<file path="src/rtl/pe_pkg.sv">
package pe_pkg;
  localparam int ADDR_W = 8;
  localparam logic [3:0] DEV_TYPE = 4'b1010;
  localparam int SUM_LAST = 62;

  typedef enum logic [3:0] {
    ST_IDLE, ST_DEV, ST_DEV_ACK, ST_WORD, ST_WORD_ACK,
    ST_WDAT, ST_WDAT_ACK, ST_RDAT, ST_RACK, ST_RWAIT, ST_HOLD
  } link_st_e;

  // reset image: ramp below the checksum, checksum, then descending fill
  function automatic logic [7:0] seed_byte(input int unsigned idx);
    logic [7:0] acc;
    acc = 8'h00;
    if (idx <= SUM_LAST) return 8'((idx * 37 + 11) & 255);
    if (idx == SUM_LAST + 1) begin
      for (int unsigned k = 0; k <= SUM_LAST; k++) acc = acc + 8'((k * 37 + 11) & 255);
      return acc;
    end
    return 8'(255 - (idx & 255));
  endfunction
endpackage

</file>
<file path="src/rtl/pe_line_sync.sv">
module pe_line_sync #(
  parameter int STAGES = 2
) (
  input  logic clk_i,
  input  logic rst_ni,
  input  logic scl_i,
  input  logic sda_i,
  output logic sda_o,
  output logic scl_rise_o,
  output logic scl_fall_o,
  output logic start_o,
  output logic stop_o
);
  localparam int LINES = 2;

  logic [LINES-1:0] raw, cur, prev_q;
  assign raw = {scl_i, sda_i};

  for (genvar g = 0; g < LINES; g++) begin : g_line
    logic [STAGES-1:0] sh_q;
    always_ff @(posedge clk_i or negedge rst_ni) begin
      if (!rst_ni) sh_q <= '1;
      else         sh_q <= {sh_q[STAGES-2:0], raw[g]};
    end
    assign cur[g] = sh_q[STAGES-1];
  end

  always_ff @(posedge clk_i or negedge rst_ni) begin
    if (!rst_ni) prev_q <= '1;
    else         prev_q <= cur;
  end

  assign sda_o      = cur[0];
  assign scl_rise_o = cur[1] & ~prev_q[1];
  assign scl_fall_o = ~cur[1] & prev_q[1];
  assign start_o    = cur[1] & prev_q[1] & prev_q[0] & ~cur[0];
  assign stop_o     = cur[1] & prev_q[1] & ~prev_q[0] & cur[0];
endmodule

</file>
<file path="src/rtl/pe_prog_timer.sv">
module pe_prog_timer #(
  parameter int CYCLES = 3750000
) (
  input  logic clk_i,
  input  logic rst_ni,
  input  logic start_i,
  output logic busy_o
);
  localparam int CW = $clog2(CYCLES + 1);

  logic [CW-1:0] cnt_q;

  always_ff @(posedge clk_i or negedge rst_ni) begin
    if (!rst_ni)           cnt_q <= '0;
    else if (start_i)      cnt_q <= CW'(CYCLES);
    else if (cnt_q != '0)  cnt_q <= cnt_q - 1'b1;
  end

  assign busy_o = (cnt_q != '0);
endmodule

</file>
<file path="src/rtl/pe_byte_store.sv">
module pe_byte_store
  import pe_pkg::*;
#(
  parameter int AW = ADDR_W
) (
  input  logic          clk_i,
  input  logic          rst_ni,
  input  logic          we_i,
  input  logic [AW-1:0] waddr_i,
  input  logic [7:0]    wdata_i,
  input  logic [AW-1:0] raddr_i,
  output logic [7:0]    rdata_o
);
  localparam int DEPTH = 1 << AW;

  logic [7:0] mem_q [DEPTH];

  always_ff @(posedge clk_i or negedge rst_ni) begin
    if (!rst_ni) begin
      for (int i = 0; i < DEPTH; i++) mem_q[i] <= seed_byte(i);
    end else if (we_i) begin
      mem_q[waddr_i] <= wdata_i;
    end
  end

  assign rdata_o = mem_q[raddr_i];
endmodule

</file>
<file path="src/rtl/pe_link_fsm.sv">
module pe_link_fsm
  import pe_pkg::*;
#(
  parameter int AW = ADDR_W
) (
  input  logic          clk_i,
  input  logic          rst_ni,
  input  logic          sda_s_i,
  input  logic          scl_rise_i,
  input  logic          scl_fall_i,
  input  logic          start_i,
  input  logic          stop_i,
  input  logic [2:0]    strap_i,
  input  logic          wp_i,
  input  logic          busy_i,
  input  logic [7:0]    rd_data_i,
  output logic [AW-1:0] ptr_o,
  output logic          we_o,
  output logic [7:0]    wdata_o,
  output logic          prog_start_o,
  output logic          sda_oe_o
);
  link_st_e      st_q;
  logic [3:0]    cnt_q;
  logic [7:0]    rx_q, tx_q;
  logic [AW-1:0] ptr_q;
  logic          dirty_q;
  logic          byte_done, addr_hit;

  assign byte_done = scl_fall_i && (cnt_q == 4'd8);
  assign addr_hit  = (rx_q[7:1] == {DEV_TYPE, strap_i}) && !busy_i;

  always_ff @(posedge clk_i or negedge rst_ni) begin
    if (!rst_ni) begin
      st_q    <= ST_IDLE;
      cnt_q   <= '0;
      rx_q    <= '0;
      tx_q    <= '0;
      ptr_q   <= '0;
      dirty_q <= 1'b0;
    end else if (stop_i) begin
      st_q    <= ST_IDLE;
      dirty_q <= 1'b0;
    end else if (start_i) begin
      st_q  <= ST_DEV;
      cnt_q <= '0;
    end else begin
      unique case (st_q)
        ST_DEV, ST_WORD, ST_WDAT: begin
          if (scl_rise_i) begin
            rx_q  <= {rx_q[6:0], sda_s_i};
            cnt_q <= cnt_q + 4'd1;
          end else if (byte_done) begin
            cnt_q <= '0;
            if (st_q == ST_DEV) begin
              st_q <= addr_hit ? ST_DEV_ACK : ST_HOLD;
            end else if (st_q == ST_WORD) begin
              ptr_q <= rx_q[AW-1:0];
              st_q  <= ST_WORD_ACK;
            end else begin
              ptr_q   <= ptr_q + 1'b1;
              dirty_q <= 1'b1;
              st_q    <= ST_WDAT_ACK;
            end
          end
        end
        ST_DEV_ACK: if (scl_fall_i) begin
          if (rx_q[0]) begin
            tx_q  <= rd_data_i;
            ptr_q <= ptr_q + 1'b1;
            cnt_q <= '0;
            st_q  <= ST_RDAT;
          end else begin
            st_q <= ST_WORD;
          end
        end
        ST_WORD_ACK, ST_WDAT_ACK: if (scl_fall_i) st_q <= ST_WDAT;
        ST_RDAT: if (scl_fall_i) begin
          if (cnt_q == 4'd7) begin
            cnt_q <= '0;
            st_q  <= ST_RACK;
          end else begin
            tx_q  <= {tx_q[6:0], 1'b0};
            cnt_q <= cnt_q + 4'd1;
          end
        end
        ST_RACK: if (scl_rise_i) begin
          if (!sda_s_i) begin
            tx_q  <= rd_data_i;
            ptr_q <= ptr_q + 1'b1;
            st_q  <= ST_RWAIT;
          end else begin
            st_q <= ST_HOLD;
          end
        end
        ST_RWAIT: if (scl_fall_i) begin
          cnt_q <= '0;
          st_q  <= ST_RDAT;
        end
        default: ;
      endcase
    end
  end

  // only the upper half, and only with protect low, reaches the array
  assign we_o         = (st_q == ST_WDAT) && byte_done && !start_i && !stop_i
                        && ptr_q[AW-1] && !wp_i;
  assign wdata_o      = rx_q;
  assign ptr_o        = ptr_q;
  assign prog_start_o = stop_i && dirty_q;

  always_comb begin
    unique case (st_q)
      ST_DEV_ACK, ST_WORD_ACK, ST_WDAT_ACK: sda_oe_o = 1'b1;
      ST_RDAT:                              sda_oe_o = ~tx_q[7];
      default:                              sda_oe_o = 1'b0;
    endcase
  end
endmodule

</file>
<file path="src/rtl/presence_eeprom.sv">
module presence_eeprom
  import pe_pkg::*;
#(
  parameter int SYNC_STAGES = 2,
  parameter int PROG_CYCLES = 3750000
) (
  input  logic       clk_i,
  input  logic       rst_ni,
  input  logic       scl_i,
  input  logic       sda_i,
  input  logic [2:0] strap_i,
  input  logic       wp_i,
  output logic       sda_oe_o
);
  logic              sda_s, scl_rise, scl_fall, start_evt, stop_evt;
  logic              prog_busy, prog_start, mem_we;
  logic [ADDR_W-1:0] ptr;
  logic [7:0]        wdata, rdata;

  pe_line_sync #(.STAGES(SYNC_STAGES)) u_sync (
    .clk_i      (clk_i),
    .rst_ni     (rst_ni),
    .scl_i      (scl_i),
    .sda_i      (sda_i),
    .sda_o      (sda_s),
    .scl_rise_o (scl_rise),
    .scl_fall_o (scl_fall),
    .start_o    (start_evt),
    .stop_o     (stop_evt)
  );

  pe_link_fsm #(.AW(ADDR_W)) u_fsm (
    .clk_i        (clk_i),
    .rst_ni       (rst_ni),
    .sda_s_i      (sda_s),
    .scl_rise_i   (scl_rise),
    .scl_fall_i   (scl_fall),
    .start_i      (start_evt),
    .stop_i       (stop_evt),
    .strap_i      (strap_i),
    .wp_i         (wp_i),
    .busy_i       (prog_busy),
    .rd_data_i    (rdata),
    .ptr_o        (ptr),
    .we_o         (mem_we),
    .wdata_o      (wdata),
    .prog_start_o (prog_start),
    .sda_oe_o     (sda_oe_o)
  );

  pe_byte_store #(.AW(ADDR_W)) u_store (
    .clk_i   (clk_i),
    .rst_ni  (rst_ni),
    .we_i    (mem_we),
    .waddr_i (ptr),
    .wdata_i (wdata),
    .raddr_i (ptr),
    .rdata_o (rdata)
  );

  pe_prog_timer #(.CYCLES(PROG_CYCLES)) u_timer (
    .clk_i   (clk_i),
    .rst_ni  (rst_ni),
    .start_i (prog_start),
    .busy_o  (prog_busy)
  );
endmodule

</file>
<file path="config.mk">
export PLATFORM = sky130hd
export DESIGN_NAME = presence_eeprom
export DESIGN_NICKNAME = d
export VERILOG_FILES = /design/src/rtl/pe_pkg.sv /design/src/rtl/pe_line_sync.sv /design/src/rtl/pe_prog_timer.sv /design/src/rtl/pe_byte_store.sv /design/src/rtl/pe_link_fsm.sv /design/src/rtl/presence_eeprom.sv
export SDC_FILE = /design/constraint.sdc
export NUM_CORES = 2
export LEC_CHECK = 0
export ABC_CLOCK_PERIOD_IN_PS = 4180
export CAP_MARGIN = 20
export CORE_ASPECT_RATIO = 0.7
export CORE_UTILIZATION = 40
export DETAILED_ROUTE_END_ITERATION = 10
export PLACE_DENSITY = 0.63
export SLEW_MARGIN = 25
export SYNTH_ARGS = -nofsm -noshare
export SYNTH_HDL_FRONTEND = slang
export SYNTH_SLANG_ARGS = --single-unit
</file>
<file path="constraint.sdc">
create_clock -name clk_i -period 4.18 [get_ports clk_i]
set_input_delay 0.627 -clock clk_i [delete_from_list [all_inputs] [get_ports clk_i]]
set_output_delay 0.627 -clock clk_i [all_outputs]
set_load 0.005 [all_outputs]
</file>
# Word level (Yosys, flattened, before mapping)
# Index checks and enable logic that the tools add are counted.
dict set report totals {
  reg_bits 2109
  latchBits 0
  ramBits 0
  rom_bits 0
  output_inout_bits 1
  elab_cells 411
  mem_count 0
}
dict set report op_classes {
  n_addsub 3
  multipliers 0
  div_mod_pow 0
  order_cmp 2
  n_eq_ne 38
  shift 0
  n_mux 57
  n_bitwise 15
  reduce_logical 30
}
# operator count
set op_table {}
lappend op_table {{bitwise mux 2048 bit} 1}
lappend op_table {{2-to-1 mux 8 bit} 17}
lappend op_table {{2-to-1 mux 4 bit} 20}
lappend op_table {{binary-select mux 8 bit (select 8 bit)} 1}
lappend op_table {{demux 8 bit (select 8 bit)} 1}
lappend op_table {{one-hot mux 8 bit (3 select lines)} 2}
lappend op_table {{2-to-1 mux 22 bit} 2}
lappend op_table {{!= test 4 x 1 -> 1 bit, second input constant} 6}
lappend op_table {{one-hot mux 4 bit (6 select lines)} 1}
lappend op_table {{nonzero test 22 bit} 1}
lappend op_table {{subtractor 22 x 1 -> 22 bit, second input constant} 1}
lappend op_table {{== test 4 x 3 -> 1 bit, second input constant} 5}
lappend op_table {{AND reduction 9 bit} 2}
lappend op_table {{one-hot mux 4 bit (4 select lines)} 1}
lappend op_table {{!= test 2 x 1 -> 1 bit, second input constant} 7}
lappend op_table {{== test 4 bit, second input constant} 3}
lappend op_table {{!= test 2 bit, second input constant} 6}
lappend op_table {{!= test 3 x 1 -> 1 bit, second input constant} 4}
lappend op_table {{!= test 4 x 2 -> 1 bit, second input constant} 3}
lappend op_table {{AND reduction 10 bit} 1}
lappend op_table {{greater-or-equal comparator 9 bit, second input constant} 1}
lappend op_table {{logical AND 1 bit} 9}
lappend op_table {{< comparator 9 x 1 -> 1 bit, second input constant} 1}
lappend op_table {{NOT 8 -> 9 bit} 1}
lappend op_table {{21 further kinds} 48}

# Longest topological paths before layout
dict set report depth {
  depth_word 10
  depth_mapped 14
}

# Modules after synthesis
# Synthesis repeated with hierarchy kept, for this count alone.
dict set report hier_totals {
  hier_cells 6448
  area_unflattened_um2 98315.5
}
# mod n_inst cells_each area_each_um2
set by_module_without_submodules {}
lappend by_module_without_submodules {pe_byte_store 1 6068 94619.5}
lappend by_module_without_submodules {pe_link_fsm 1 228 2169.6}
lappend by_module_without_submodules {pe_prog_timer 1 142 1336.3}
lappend by_module_without_submodules {pe_line_sync 1 10 190.2}

# Worst setup path after synthesis
# Ideal clock, no wire load.
dict set report synth_timing {
  kind {reg-to-reg}
  start {register u_fsm.ptr_q[1] (netlist: u_fsm.ptr_o[1])}
  end {register u_store.mem_q[624] (netlist bit)}
  setup_time_ns 0.125
  arrival_time_ns 3.000
  t_required_ns 4.055
  slack_ns 1.056
  stages_incl_launch_ff 15
  path_buffers 8
  synth_period_minus_slack_ns 3.124
  path_cell_list {dfrtp_1 buf_4 buf_4 buf_4 buf_4 buf_4 buf_2 inv_1 ha_1 nor2b_1 nor2b_1 clkbuf_1 and3_1 buf_2 mux2_2}
}
dict set report synth_via {
  elab_chain_len 6
  word_cells_on_any_way 7
  cone_classes {order compare (2); mux (3); bitwise (1); reduce/logical (1)}
}
# item line_no
set synth_lines {}
lappend synth_lines {{start: declaration} pe_link_fsm.sv:26} ;# logic [AW-1:0] ptr_q;
lappend synth_lines {{start signal: assignment} pe_link_fsm.sv:58} ;# ptr_q <= rx_q[AW-1:0];
lappend synth_lines {{start signal: assignment} pe_link_fsm.sv:61} ;# ptr_q <= ptr_q + 1'b1;
lappend synth_lines {{start signal: assignment} pe_link_fsm.sv:70} ;# ptr_q <= ptr_q + 1'b1;
lappend synth_lines {{NOT 8 -> 9 bit (implied by the code) (*)} pe_byte_store.sv:22} ;# mem_q[waddr_i] <= wdata_i;
lappend synth_lines {{greater-or-equal comparator 9 bit (implied by the code) or < comparator 9 x 1 -> 1 bit (tied branches)} pe_byte_store.sv:22}
lappend synth_lines {{logical AND 1 bit (implied by the code)} pe_byte_store.sv:22}
lappend synth_lines {{2-to-1 mux 8 bit (implied by the code)} pe_byte_store.sv:22}
lappend synth_lines {{demux 8 bit (select 8 bit) (*)} pe_byte_store.sv:22}
lappend synth_lines {{bitwise mux 2048 bit (*)} pe_byte_store.sv:22}
lappend synth_lines {{end signal: indexed assignment} pe_byte_store.sv:22}
lappend synth_lines {{end: declaration} pe_byte_store.sv:16} ;# logic [7:0] mem_q [DEPTH];
# Mark *: on every way between the ends. The rest lies on a longest branch, timed or not.
# A chain may end at the register's enable or synchronous reset.

# Worst setup path after layout
dict set report layout_timing {
  start {register u_fsm.ptr_q[1] (netlist: u_fsm.ptr_o[1])}
  end {register u_fsm.tx_q[3]}
}
dict set report layout_via {
  elab_chain_len 7
  word_cells_on_any_way 9
  cone_classes {mux (8); bitwise (1)}
}
# item line_no
set layout_lines {}
lappend layout_lines {{NOT 8 -> 9 bit (implied by the code) (*)} pe_byte_store.sv:26} ;# assign rdata_o = mem_q[raddr_i];
lappend layout_lines {{binary-select mux 8 bit (select 8 bit) (*)} pe_byte_store.sv:26}
lappend layout_lines {{2-to-1 mux 8 bit (implied by the code) (*) (2 in a row)} pe_byte_store.sv:26}
lappend layout_lines {{2-to-1 mux 8 bit (on tied branches)} {pe_link_fsm.sv:88, pe_link_fsm.sv:68}}
lappend layout_lines {{2-to-1 mux 8 bit (on tied branches)} {pe_link_fsm.sv:87, pe_link_fsm.sv:67}}
lappend layout_lines {{one-hot mux 8 bit (3 select lines) (*)} pe_link_fsm.sv:48} ;# unique case (st_q)
lappend layout_lines {{end signal: assignment} pe_link_fsm.sv:69} ;# tx_q <= rd_data_i;
lappend layout_lines {{end signal: assignment} pe_link_fsm.sv:83} ;# tx_q <= {tx_q[6:0], 1'b0};
lappend layout_lines {{end signal: assignment} pe_link_fsm.sv:89} ;# tx_q <= rd_data_i;
lappend layout_lines {{end: declaration} pe_link_fsm.sv:25} ;# logic [7:0] rx_q, tx_q;
# Mark *: on every way between the ends. The rest lies on a longest branch, timed or not. The select of a mux whose other input is x is not followed.

==> out/metrics.cfg <==
[route]
firstDrtPassIters = 5
routedWlPerCell_um = 27.0
drtIter0Drc = 4325
drc_errors = 0
dr_total_vias = 46200
wirelength_mm = 225
antenna_left = 0
viasPerCell = 5.54

[power_and_ir_drop]
pwr-share-seq = 0.439
clkPwrFrac = 0.365
power_mw = 49.1
switching_share = 0.301
power.density_nw_per_um2 = 505
ir_drop_mv = 0.666
combPwrFrac = 0.195
leakage_nw = 41.1
internal_power_mw = 34.3
switchingPower_mw = 14.8

[clock_tree]
clkTransAtPathRegs_ps = 70
insertion_delay_ps = 850
htree_levels = 4
ctsHoldBuffers = 1
post-cts-setup-buffers = 0
cts_tree = yes
cts_resized = 0
clock_sink_count = 2109
clock_path_buffers = 4
cts-buffers-inserted = 193
root_buffer = clkbuf_16

[global_route]
grt_pass1_vias = 48500
antenna_found_initial = 7
grt_pass1_wl_mm = 339
grt_overflow = 0
grt_max_degree = 132
grt_usage = 0.201

[critical_path]
critical_path.startpoint_type = flop
cp_max_fo = 35
end_kind = flop
crit_arrival_ps = 4350
criticalPathCategory = flop to flop
crit_path_cell_trace = buf_12, buf_4, mux4_2, a21oi_1, a21oi_1, or3_1, a32oi_1, a21oi_1
cp_common_cell = a21oi_1
cpPeakStageDelay_ps = 900
crit_required_ps = 4890
cp_slowest_cell = dfrtp_4

[logic_synthesis]
yosysSeqAreaShare = 0.603
synth_cell_types = 82
synth_area_um2 = 89500
synthFlopType = dfrtp_1
synth_seq_cells = 2109
synth_nets = 6131
synth-edff-count = 0
synth_warnings = 0
async_flop_share = 1.00
syn-mean-instance-area_um2 = 14.6
postSynthCellCount = 6115

[placement]
dpl.hpwl_mm = 149
numPortBuffers = 8
place_congestion = 0.879
dpl-instance-area_um2 = 90800

[flow_run]
cap_violations = 0

[die]
rows = 144
dieWidth_um = 567
pin_count = 9
core_area_um2 = 221000
fp.dieH_um = 398
start_util = 0.405
die-area_um2 = 226000

[finish]
drive_above_1_share = 0.595
antennaDiodeCount = 0
nets = 5275
area_growth_pct = 8.72
fin_area_um2 = 97300

[sta]
max_clock_freq_mhz = 275
final.setup.tns_ps = 0
setup-violations-final = 0
rsz0062_at_grt = false
holdWs_ps = 204
drv_slew = 0
fin_crit_sh = 0.870
worstMarginPinSlew_ps = 1100
hold_viol = 0
fin_crit_ps = 3640
finalClockSkew_ps = 24.5
maxSlewHeadroom = 0.266

[hold_path]
hp-class = input port to flop

[outcome]
status = finished clean

[stage by stage]
| step | worst slack [ps] | instances | util |
|---|---|---|---|
| after detailed placement | 558 | 7982 | 0.411 |
| after CTS | 529 | 8335 | 0.440 |
| after global routing | 397 | 8336 | 0.440 |
| final | 545 | 8336 | 0.440 |
| after global placement | 566 | 7979 | 0.411 |
| after floorplan | 1060 | 6115 | - |
[state kept, by name (all words and copies together) (netlist names)]
| signal | cells |
|---|---|
| u_store.mem_q | 2048 |
| u_timer.cnt_q | 22 |
| u_fsm.ptr_o | 8 |
| u_fsm.tx_q | 8 |
| u_fsm.wdata_o | 8 |
| u_fsm.cnt_q | 4 |
| u_fsm.st_q | 4 |
| u_sync.g_line.sh_q | 4 |
| u_sync.prev_q | 2 |
| u_fsm.dirty_q | 1 |
[cell usage after synthesis, drive strengths merged, types with 9 or more instances]
cell type,instances,share of area
a2111oi,9,0.00088
a211oi,13,0.0011
a21oi,63,0.0035
a221oi,15,0.0015
a22o,13,0.0013
a22oi,70,0.0059
a31oi,23,0.0016
a32oi,29,0.0028
and2,10,0.00070
buf,154,0.0092
clkbuf,1201,0.050
dfrtp,1140,0.32
dfstp,969,0.28
inv,15,0.00063
mux2,1055,0.13
mux2i,159,0.018
mux4,480,0.12
nand2,155,0.0065
nand2b,13,0.00099
nand3,66,0.0047
nand4,16,0.0013
nor2,190,0.011
nor2b,21,0.0015
nor3,24,0.0015
nor4,9,0.00070
o211ai,11,0.00098
o21ai,45,0.0025
o22ai,12,0.00084
or3,14,0.00098
xnor2,12,0.0012
[per-layer routing]
layer  share of wire  track usage  up-vias
met2            0.41        0.270     1558
met3           0.088       0.0586      291
met4           0.020       0.0437        4
met1            0.48        0.318    25000
li1                -            -    19400
met5         0.00012            0        -
[final timing paths]
kind                                          startpoint                       end  slack, ps  cells after the start
worst max-delay path                      u_fsm.ptr_o[1]             u_fsm.tx_q[3]        540                      8
worst min-delay path                               sda_i  u_sync.g_line[0].sh_q[0]        200                      1
worst max register to register            u_fsm.ptr_o[1]             u_fsm.tx_q[3]        540                      8
worst min register to register  u_sync.g_line[0].sh_q[0]  u_sync.g_line[0].sh_q[1]        360                      0
max in group asynchronous                         rst_ni         u_store.mem_q[99]       2170                      5
min in group asynchronous                         rst_ni       u_store.mem_q[1652]        350                      2
[cell type report]
cell class                      instances  area [um^2]
Fill cell                           19000       124000
Sequential cell                      2109        54000
Multi-Input combinational cell       2634        30100
Clock buffer                          306         5880
Tap cell                             2920         3650
Timing Repair Buffer                  304         3010
Clock inverter                         46          510
Inverter                               17         66.3
[critical path, delay by kind of cell (launching register included)]
kind	cells	cell delay [ps]
and+or+nand+nor	1	390
DFF	1	900
muxes	1	550
buffers and inverters	2	800
AOI/OAI and AO/OA	4	770
[cell families after synthesis]
logic type / count (synthesis) / share of synthesized area
flip-flops: 2109 / 0.603
multiplexers: 1694 / 0.271
buffers and inverters: 1372 / 0.0603
AND/OR/NAND/NOR: 552 / 0.0333
AO/OA/AOI/OAI: 360 / 0.0284
XOR/XNOR: 20 / 0.00196
adder cells (fa/ha/maj): 8 / 0.00112
[cell usage in the layout (no fill, tap or decap), types with 13 or more instances in the layout]
| master | instances |
|---|---|
| mux4_2 | 480 |
| clkbuf_16 | 196 |
| o21ai_0 | 45 |
| dfstp_2 | 969 |
| buf_12 | 53 |
| mux2i_1 | 159 |
| clkbuf_8 | 56 |
| mux2_1 | 35 |
| mux2_2 | 1020 |
| nand3_1 | 58 |
| or3_1 | 14 |
| a31oi_1 | 23 |
| nor3_1 | 23 |
| a22oi_1 | 70 |
| nor2_2 | 116 |
| a21oi_1 | 63 |
| a32oi_1 | 29 |
| clkbuf_1 | 54 |
| nor2_1 | 72 |
| nand2_1 | 154 |
| a22o_1 | 13 |
| nand4_1 | 15 |
| dfrtp_1 | 1127 |
| nor2b_1 | 16 |
| a221oi_1 | 15 |
| buf_4 | 240 |
| inv_1 | 15 |
| clkinv_2 | 26 |
[power groups by stage]
stage	clock [mW]	combinational [mW]	sequential (mW)
floorplan	0	5.98	21.1
global placement	0	9.49	21.9
detailed placement	0	9.63	21.9
CTS	18.4	9.64	21.5
global route	19.2	10.1	21.6
finish	17.9	9.59	21.6
(Power assumes the default switching activity.)
